[config.mk]
export PLATFORM = sky130hd
export DESIGN_NAME = spi_flash_cmd_engine
export DESIGN_NICKNAME = d
export VERILOG_FILES = /design/src/rtl/spifc_pkg.sv /design/src/rtl/spifc_shift.sv /design/src/rtl/spifc_seq.sv /design/src/rtl/spi_flash_cmd_engine.sv
export SDC_FILE = /design/constraint.sdc
export NUM_CORES = 1
export LEC_CHECK = 0
export ABC_AREA = 1
export BUFFER_PORTS_ARGS = -buffer_cell sky130_fd_sc_hd__buf_2
export CAP_MARGIN = 20
export CORE_MARGIN = 2
export CORE_UTILIZATION = 50
export CTS_BUF_LIST = sky130_fd_sc_hd__clkbuf_4 sky130_fd_sc_hd__clkbuf_8
export DETAILED_ROUTE_END_ITERATION = 16
export GPL_ROUTABILITY_DRIVEN = 0
export PLACE_DENSITY = 0.77
export SYNTH_ARGS = -nofsm -noshare
export SYNTH_HDL_FRONTEND = slang
export SYNTH_SLANG_ARGS = --single-unit
export TNS_END_PERCENT = 100
[constraint.sdc]
create_clock -name clk -period 1.4 [get_ports clk]
set_input_delay 0.14 -clock clk [delete_from_list [all_inputs] [get_ports clk]]
set_output_delay 0.14 -clock clk [all_outputs]
set_load 0.02 [all_outputs]
[src/rtl/spifc_pkg.sv]
package spifc_pkg;

  typedef enum logic [2:0] {
    SQ_IDLE,
    SQ_SETUP,
    SQ_INSTR,
    SQ_ADDR,
    SQ_DATA,
    SQ_HOLD,
    SQ_GAP
  } seq_state_e;

  localparam logic [7:0] OP_READ      = 8'h03;
  localparam logic [7:0] OP_PROGRAM   = 8'h02;
  localparam logic [7:0] OP_ERASE_4K  = 8'h20;
  localparam logic [7:0] OP_ERASE_ALL = 8'hC7;
  localparam logic [7:0] OP_PARAM_RD  = 8'h5A;
  localparam logic [7:0] OP_WR_EN     = 8'h06;
  localparam logic [7:0] OP_WR_DIS    = 8'h04;
  localparam logic [7:0] OP_STATUS    = 8'h05;
  localparam logic [7:0] OP_IDENT     = 8'h9F;

endpackage

[src/rtl/spifc_shift.sv]
module spifc_shift #(
  parameter int SCLK_DIV = 4
) (
  input  logic       clk,
  input  logic       rst_n,
  input  logic       start,
  input  logic [7:0] tx_byte,
  input  logic       miso,
  output logic       busy,
  output logic       byte_done,
  output logic [7:0] rx_byte,
  output logic       sclk,
  output logic       mosi
);
  localparam int HALF = SCLK_DIV / 2;
  localparam int HCW  = $clog2(HALF + 1);
  localparam logic [HCW-1:0] HALF_M1 = HCW'(HALF - 1);

  logic [HCW-1:0] hcnt_q;
  logic [2:0]     bit_q;
  logic [7:0]     sreg_q;
  logic           samp_q;
  logic           busy_q, done_q, sclk_q;

  always_ff @(posedge clk or negedge rst_n) begin
    if (!rst_n) begin
      hcnt_q <= '0;
      bit_q  <= '0;
      sreg_q <= '0;
      samp_q <= 1'b0;
      busy_q <= 1'b0;
      done_q <= 1'b0;
      sclk_q <= 1'b0;
    end else begin
      done_q <= 1'b0;
      if (!busy_q) begin
        if (start) begin
          sreg_q <= tx_byte;
          busy_q <= 1'b1;
          hcnt_q <= HALF_M1;
          bit_q  <= '0;
          sclk_q <= 1'b0;
        end
      end else if (hcnt_q != '0) begin
        hcnt_q <= hcnt_q - HCW'(1);
      end else begin
        hcnt_q <= HALF_M1;
        if (!sclk_q) begin
          // rising edge: sample the device
          sclk_q <= 1'b1;
          samp_q <= miso;
        end else begin
          // falling edge: present the next bit
          sclk_q <= 1'b0;
          sreg_q <= {sreg_q[6:0], samp_q};
          if (bit_q == 3'd7) begin
            busy_q <= 1'b0;
            done_q <= 1'b1;
          end else begin
            bit_q <= bit_q + 3'd1;
          end
        end
      end
    end
  end

  assign busy      = busy_q;
  assign byte_done = done_q;
  assign rx_byte   = sreg_q;
  assign sclk      = sclk_q;
  assign mosi      = busy_q & sreg_q[7];

endmodule

[src/rtl/spifc_seq.sv]
module spifc_seq
  import spifc_pkg::*;
#(
  parameter int SCLK_DIV       = 4,
  parameter int MAX_ADDR_BYTES = 4,
  parameter int LEN_W          = 8,
  localparam int ADDR_W        = 8 * MAX_ADDR_BYTES,
  localparam int AB_W          = 3
) (
  input  logic              clk,
  input  logic              rst_n,
  input  logic              req_valid,
  output logic              req_ready,
  input  logic [7:0]        req_opcode,
  input  logic [AB_W-1:0]   req_addr_bytes,
  input  logic [ADDR_W-1:0] req_addr,
  input  logic [LEN_W-1:0]  req_len,
  input  logic              req_read,
  input  logic              wr_valid,
  output logic              wr_ready,
  input  logic [7:0]        wr_data,
  output logic              rd_valid,
  input  logic              rd_ready,
  output logic [7:0]        rd_data,
  output logic              done,
  output logic              cs_n,
  input  logic              sh_busy,
  input  logic              sh_done,
  input  logic [7:0]        sh_rx,
  output logic              sh_start,
  output logic [7:0]        sh_tx
);
  localparam int HALF = SCLK_DIV / 2;
  localparam int CW   = $clog2(SCLK_DIV + 1);
  localparam logic [CW-1:0]   HALF_M1 = CW'(HALF - 1);
  localparam logic [CW-1:0]   DIV_M1  = CW'(SCLK_DIV - 1);
  localparam logic [AB_W-1:0] MAXB    = AB_W'(MAX_ADDR_BYTES);

  seq_state_e        state_q;
  logic [7:0]        opc_q;
  logic [AB_W-1:0]   nab_q, idx_q;
  logic [ADDR_W-1:0] addr_q;
  logic [LEN_W-1:0]  left_q;
  logic              read_q, cs_q, rdv_q, done_q;
  logic [7:0]        rdd_q;
  logic [CW-1:0]     cnt_q;
  logic [AB_W+2:0]   align_sh;
  logic              can_go;

  assign can_go   = !sh_busy && !sh_done;
  assign align_sh = {MAXB - req_addr_bytes, 3'b000};

  always_comb begin
    sh_start = 1'b0;
    sh_tx    = 8'h00;
    wr_ready = 1'b0;
    unique case (state_q)
      SQ_INSTR: begin
        sh_start = can_go;
        sh_tx    = opc_q;
      end
      SQ_ADDR: begin
        sh_start = can_go;
        sh_tx    = addr_q[ADDR_W-1 -: 8];
      end
      SQ_DATA: begin
        if (read_q) begin
          sh_start = can_go && !rdv_q;
        end else begin
          wr_ready = can_go;
          sh_start = can_go && wr_valid;
          sh_tx    = wr_data;
        end
      end
      default: ;
    endcase
  end

  always_ff @(posedge clk or negedge rst_n) begin
    if (!rst_n) begin
      state_q <= SQ_IDLE;
      opc_q   <= '0;
      nab_q   <= '0;
      idx_q   <= '0;
      addr_q  <= '0;
      left_q  <= '0;
      read_q  <= 1'b0;
      cs_q    <= 1'b1;
      rdv_q   <= 1'b0;
      rdd_q   <= '0;
      done_q  <= 1'b0;
      cnt_q   <= '0;
    end else begin
      done_q <= 1'b0;
      if (rdv_q && rd_ready) rdv_q <= 1'b0;
      unique case (state_q)
        SQ_IDLE: if (req_valid) begin
          opc_q   <= req_opcode;
          nab_q   <= req_addr_bytes;
          idx_q   <= '0;
          addr_q  <= req_addr << align_sh;
          left_q  <= req_len;
          read_q  <= req_read;
          cs_q    <= 1'b0;
          cnt_q   <= HALF_M1;
          state_q <= SQ_SETUP;
        end
        SQ_SETUP: begin
          if (cnt_q != '0) cnt_q <= cnt_q - CW'(1);
          else state_q <= SQ_INSTR;
        end
        SQ_INSTR: if (sh_done) begin
          cnt_q <= HALF_M1;
          if (nab_q != '0)        state_q <= SQ_ADDR;
          else if (left_q != '0)  state_q <= SQ_DATA;
          else                    state_q <= SQ_HOLD;
        end
        SQ_ADDR: if (sh_done) begin
          addr_q <= addr_q << 8;
          cnt_q  <= HALF_M1;
          if (idx_q == nab_q - AB_W'(1)) begin
            state_q <= (left_q != '0) ? SQ_DATA : SQ_HOLD;
          end else begin
            idx_q <= idx_q + AB_W'(1);
          end
        end
        SQ_DATA: if (sh_done) begin
          if (read_q) begin
            rdv_q <= 1'b1;
            rdd_q <= sh_rx;
          end
          left_q <= left_q - LEN_W'(1);
          cnt_q  <= HALF_M1;
          if (left_q == LEN_W'(1)) state_q <= SQ_HOLD;
        end
        SQ_HOLD: begin
          if (cnt_q != '0) begin
            cnt_q <= cnt_q - CW'(1);
          end else begin
            cs_q    <= 1'b1;
            cnt_q   <= DIV_M1;
            state_q <= SQ_GAP;
          end
        end
        SQ_GAP: begin
          if (cnt_q != '0) begin
            cnt_q <= cnt_q - CW'(1);
          end else if (!rdv_q || rd_ready) begin
            done_q  <= 1'b1;
            state_q <= SQ_IDLE;
          end
        end
        default: state_q <= SQ_IDLE;
      endcase
    end
  end

  assign req_ready = (state_q == SQ_IDLE);
  assign rd_valid  = rdv_q;
  assign rd_data   = rdd_q;
  assign done      = done_q;
  assign cs_n      = cs_q;

endmodule

[src/rtl/spi_flash_cmd_engine.sv]
module spi_flash_cmd_engine #(
  parameter int SCLK_DIV       = 4,
  parameter int MAX_ADDR_BYTES = 4,
  parameter int LEN_W          = 8,
  localparam int ADDR_W        = 8 * MAX_ADDR_BYTES
) (
  input  logic              clk,
  input  logic              rst_n,
  input  logic              req_valid,
  output logic              req_ready,
  input  logic [7:0]        req_opcode,
  input  logic [2:0]        req_addr_bytes,
  input  logic [ADDR_W-1:0] req_addr,
  input  logic [LEN_W-1:0]  req_len,
  input  logic              req_read,
  input  logic              wr_valid,
  output logic              wr_ready,
  input  logic [7:0]        wr_data,
  output logic              rd_valid,
  input  logic              rd_ready,
  output logic [7:0]        rd_data,
  output logic              done,
  output logic              spi_sclk,
  output logic              spi_cs_n,
  output logic              spi_mosi,
  input  logic              spi_miso
);
  logic       sh_busy, sh_done, sh_start;
  logic [7:0] sh_rx, sh_tx;

  spifc_seq #(
    .SCLK_DIV(SCLK_DIV), .MAX_ADDR_BYTES(MAX_ADDR_BYTES), .LEN_W(LEN_W)
  ) u_seq (
    .clk(clk), .rst_n(rst_n),
    .req_valid(req_valid), .req_ready(req_ready),
    .req_opcode(req_opcode), .req_addr_bytes(req_addr_bytes),
    .req_addr(req_addr), .req_len(req_len), .req_read(req_read),
    .wr_valid(wr_valid), .wr_ready(wr_ready), .wr_data(wr_data),
    .rd_valid(rd_valid), .rd_ready(rd_ready), .rd_data(rd_data),
    .done(done), .cs_n(spi_cs_n),
    .sh_busy(sh_busy), .sh_done(sh_done), .sh_rx(sh_rx),
    .sh_start(sh_start), .sh_tx(sh_tx)
  );

  spifc_shift #(.SCLK_DIV(SCLK_DIV)) u_shift (
    .clk(clk), .rst_n(rst_n),
    .start(sh_start), .tx_byte(sh_tx), .miso(spi_miso),
    .busy(sh_busy), .byte_done(sh_done), .rx_byte(sh_rx),
    .sclk(spi_sclk), .mosi(spi_mosi)
  );

endmodule

==> impl_metrics.py <==
metrics = {
    "critical_path": {
        "crit_fanout": 10,
        "cp_common_cell": "nand2_4",
        "reg2reg_depth": 10,
        "required_ns": 1.64,
        "slowest_stage": "dfrtp_2",
        "critPathLaunchType": "flop",
        "criticalPathCategory": "flop to flop",
        "cp_cell_sequence": "buf_6, nand2_4, nor2_8, nand2_4, nand2_8, clkinv_8, buf_4, buf_12, o21ai_1, nand2_1",
        "crit_path_max_incr_delay_ns": 0.44,
        "worstPathArrival_ns": 1.90,
        "cp-end-kind": "flop",
    },
    "placed_design": {
        "portBuffers": 80,
        "placed_area_um2": 6108,
        "place.detailed.hpwl_mm": 9.205,
    },
    "global_route": {
        "grt_use_met3": 0.03985,
        "first_global_vias": 5260,
        "grt_first_pass_wirelength_mm": 23.93,
        "busiest_layer": "met2",
        "grtUsageMet1": 0.3221,
        "grt_util_met2": 0.4574,
        "grt_max_degree": 90,
        "grtUsageTotal": 0.2621,
        "antenna_found_initial": 0,
        "grt_overflow_total": 0,
    },
    "routing": {
        "drtAntennaViolNets": 0,
        "drc_errors": 0,
        "drt-initial-drc-count": 475,
        "wl_mm": 15.09,
        "first_pass_iters": 5,
        "vias_per_cell": 5.331,
        "wl_per_cell_um": 14.87,
        "num_vias": 5411,
    },
    "run_status": {
        "status": "finished with violations",
        "violations": "setup timing",
    },
    "logic_synthesis": {
        "synth_cells": 725,
        "async_reset_ff_frac": 1.000,
        "synth.distinct_cells": 38,
        "synthAdderAreaFrac": 0.02398,
        "seq_area_frac_synth": 0.4271,
        "yosysWarnings": 0,
        "synth_xor_area_frac": 0.006715,
        "synth-seq-cells": 89,
        "syn_avg_cell_area_um2": 7.197,
        "synth-compound-area-share": 0.1036,
        "synth.mux.area_fraction": 0.01511,
        "yosysTopAreaCell": "dfrtp_1",
        "synth_ff_type": "dfrtp_1",
        "synth_top_family_by_area": "simple AND/OR/NAND/NOR gates",
        "netlist_area_um2": 5218,
        "yosys-top-cells-area": "dfrtp_1 (42%), nand2_1 (18%), nand3_1 (5.8%), nor2_1 (4.8%), o21ai_0 (4.7%)",
        "synth_edf_count": 0,
        "yosysTopAreaCellShare": 0.4221,
        "syn_nets": 801,
        "yosys.area_share.simple": 0.3420,
    },
    "pwr": {
        "seqPwrFrac": 0.294,
        "swShare": 0.4367,
        "clkPwrFrac": 0.142,
        "p_int_w": 0.008201,
        "p_sw_w": 0.006359,
        "combPwrFrac": 0.564,
        "peakVddDrop_v": 0.0007953,
        "p_per_area_nw_per_um2": 2012,
        "p_leak_nw": 3.715,
    },
    "sta": {
        "finalCritPeriodShare": 1.185,
        "period_needed_ns": 1.659,
        "max_freq_ghz": 0.6028,
        "worstMarginPinSlew_ns": 0.4759,
        "hold_viol": 0,
        "tns_ns": -12.10,
        "setup_ws_ns": -0.2590,
        "finClkSkew_ns": 0.01174,
        "hold_slack_ns": 0.02150,
        "rsz0062_at_grt": "yes",
        "slew_viol_final": 0,
        "max_slew_margin": 0.6827,
        "setup_violations": 82,
    },
    "job": {
        "timing.max_cap.violations": 0,
    },
    "layout": {
        "drive_gt1_frac": 0.3493,
        "nets": 950,
        "design_area_um2": 7236,
        "antenna_cells": 0,
        "area_growth_pct": 38.68,
    },
    "clock_tree": {
        "worstSkewPairLatency_ns": 0.37,
        "tritoncts": "built",
        "clockRootBuffer": "clkbuf_8",
        "cts_sinks": 89,
        "clk_pin_slew_ns": 0.09,
        "clockBufferDepth": 2,
        "cts_buffers": 9,
        "htreeDepth": 3,
    },
    "floorplan": {
        "fp.dieArea_um2": 11270,
        "core_area_um2": 10230,
        "io_pins": 81,
        "die_x_um": 106.2,
        "dieHeight_um": 106.2,
        "rows": 37,
        "start_util": 0.5100,
    },
    "hold_path": {
        "min_path_type": "primary input to flop",
        "hold_path_depth": 3,
    },
}
-- layer usage --
metal,vias to the layer above,part of all wire
met1,2541,0.42
met2,226,0.50
met5,-,0
met4,0,0.027
met3,40,0.056
li1,2604,-
-- cell type report --
cell class	count	area [um2]
tap	136	170.2
fill	718	2995
multi-input combinational	543	3025
timing repair buffer	165	1287
clock buffer	10	131.4
sequential	89	2233
clock inverter	6	100.1
inverter	66	287.8
-- cell families (layout without fill, tap and decap cells) --
kind of cell / Yosys count / in the layout
AND/OR/NAND/NOR: 417 / 419
AO/OA/AOI/OAI: 103 / 103
buffers and inverters: 95 / 247
flip-flops: 89 / 89
adder cells (fa/ha/maj): 10 / 10
multiplexers: 7 / 7
XOR/XNOR: 4 / 4
-- timing repair --
item,in CTS,in global routing
gates cloned,6,0
gates resized for setup,90,89
pin swaps,13,21
hold buffers,7,0
endpoints found under the hold margin,94,0
setup buffers,15,7
setup endpoints to repair,82,88
-- critical path: cells and delay by family, from the launching register on --
kind                   cells  cell delay, ns
flip-flops                 1            0.44
AO/OA/AOI/OAI              1            0.08
AND/OR/NAND/NOR            5            0.54
buffers and inverters      4            0.47
-- through the flow --
stage / worst slack (ns) / total power [W] / utilization / instances
3_3_place_gp: -0.1360 / 0.009778 / 0.5970 / 967
5_1_grt: -0.3009 / 0.01546 / 0.7072 / 1015
3_5_place_dp: -0.1693 / 0.01003 / 0.5970 / 967
6_report: -0.2590 / 0.01456 / 0.7072 / 1015
2_1_floorplan: -0.1011 / 0.008140 / - / 725
4_1_cts: -0.1866 / 0.01370 / 0.6814 / 1011
-- cells in the mapped netlist, drive strengths merged (4+ instances only) --
library cell    n
nand2         263
dfrtp          88
nor2           72
inv            65
nand3          60
o21ai          60
a21oi          32
buf            18
clkbuf         11
or2            11
ha             10
mux2            7
o31ai           4
-- cell usage in the layout, fill, tap and decap left out, drive strengths merged, types with 3 or more instances in the layout --
cell         count
inv             66
dfrtp           88
nor2            72
xor2             3
nand2          265
a21oi           32
nand3           60
dlygate4sd3      7
o211ai           3
o31ai            4
clkbuf          10
or2             11
mux2             7
clkinv           4
nor3             3
buf            158
o21ai           60
ha              10
-- flip-flops by register name (all words and copies together) (netlist names), 2 cells and up --
name             flops
u_shift.rx_byte      8
u_shift.bit_q        3
u_seq.opc_q          8
u_seq.left_q         8
u_seq.idx_q          3
u_seq.nab_q          3
u_seq.rd_data        8
u_seq.addr_q        32
u_seq.state_q        3
u_shift.hcnt_q       2
u_seq.cnt_q          3
-- path summary, 6_finish.rpt --
| path | start | endpoint | slack, ns |
|---|---|---|---|
| min in group asynchronous | rst_n | u_seq.left_q[2] | 0.34 |
| min | req_opcode[0] | u_seq.opc_q[0] | 0.02 |
| max | u_seq.state_q[0] | u_seq.addr_q[17] | -0.26 |
| max reg2reg | u_seq.state_q[0] | u_seq.addr_q[17] | -0.26 |
| max in group asynchronous | rst_n | u_seq.state_q[0] | 0.66 |
| min reg2reg | u_seq.cs_n | u_seq.cs_n | 0.47 |
-- power groups by stage --
stage	sequential (W)	clock (W)	combinational, W
2_1_floorplan	0.00407	0	0.00406
3_3_place_gp	0.00416	0	0.00562
3_5_place_dp	0.00420	0	0.00583
4_1_cts	0.00418	0.00206	0.00746
5_1_grt	0.00435	0.00216	0.00894
6_report	0.00428	0.00207	0.00822
Power figures use the tool's default switching activity.
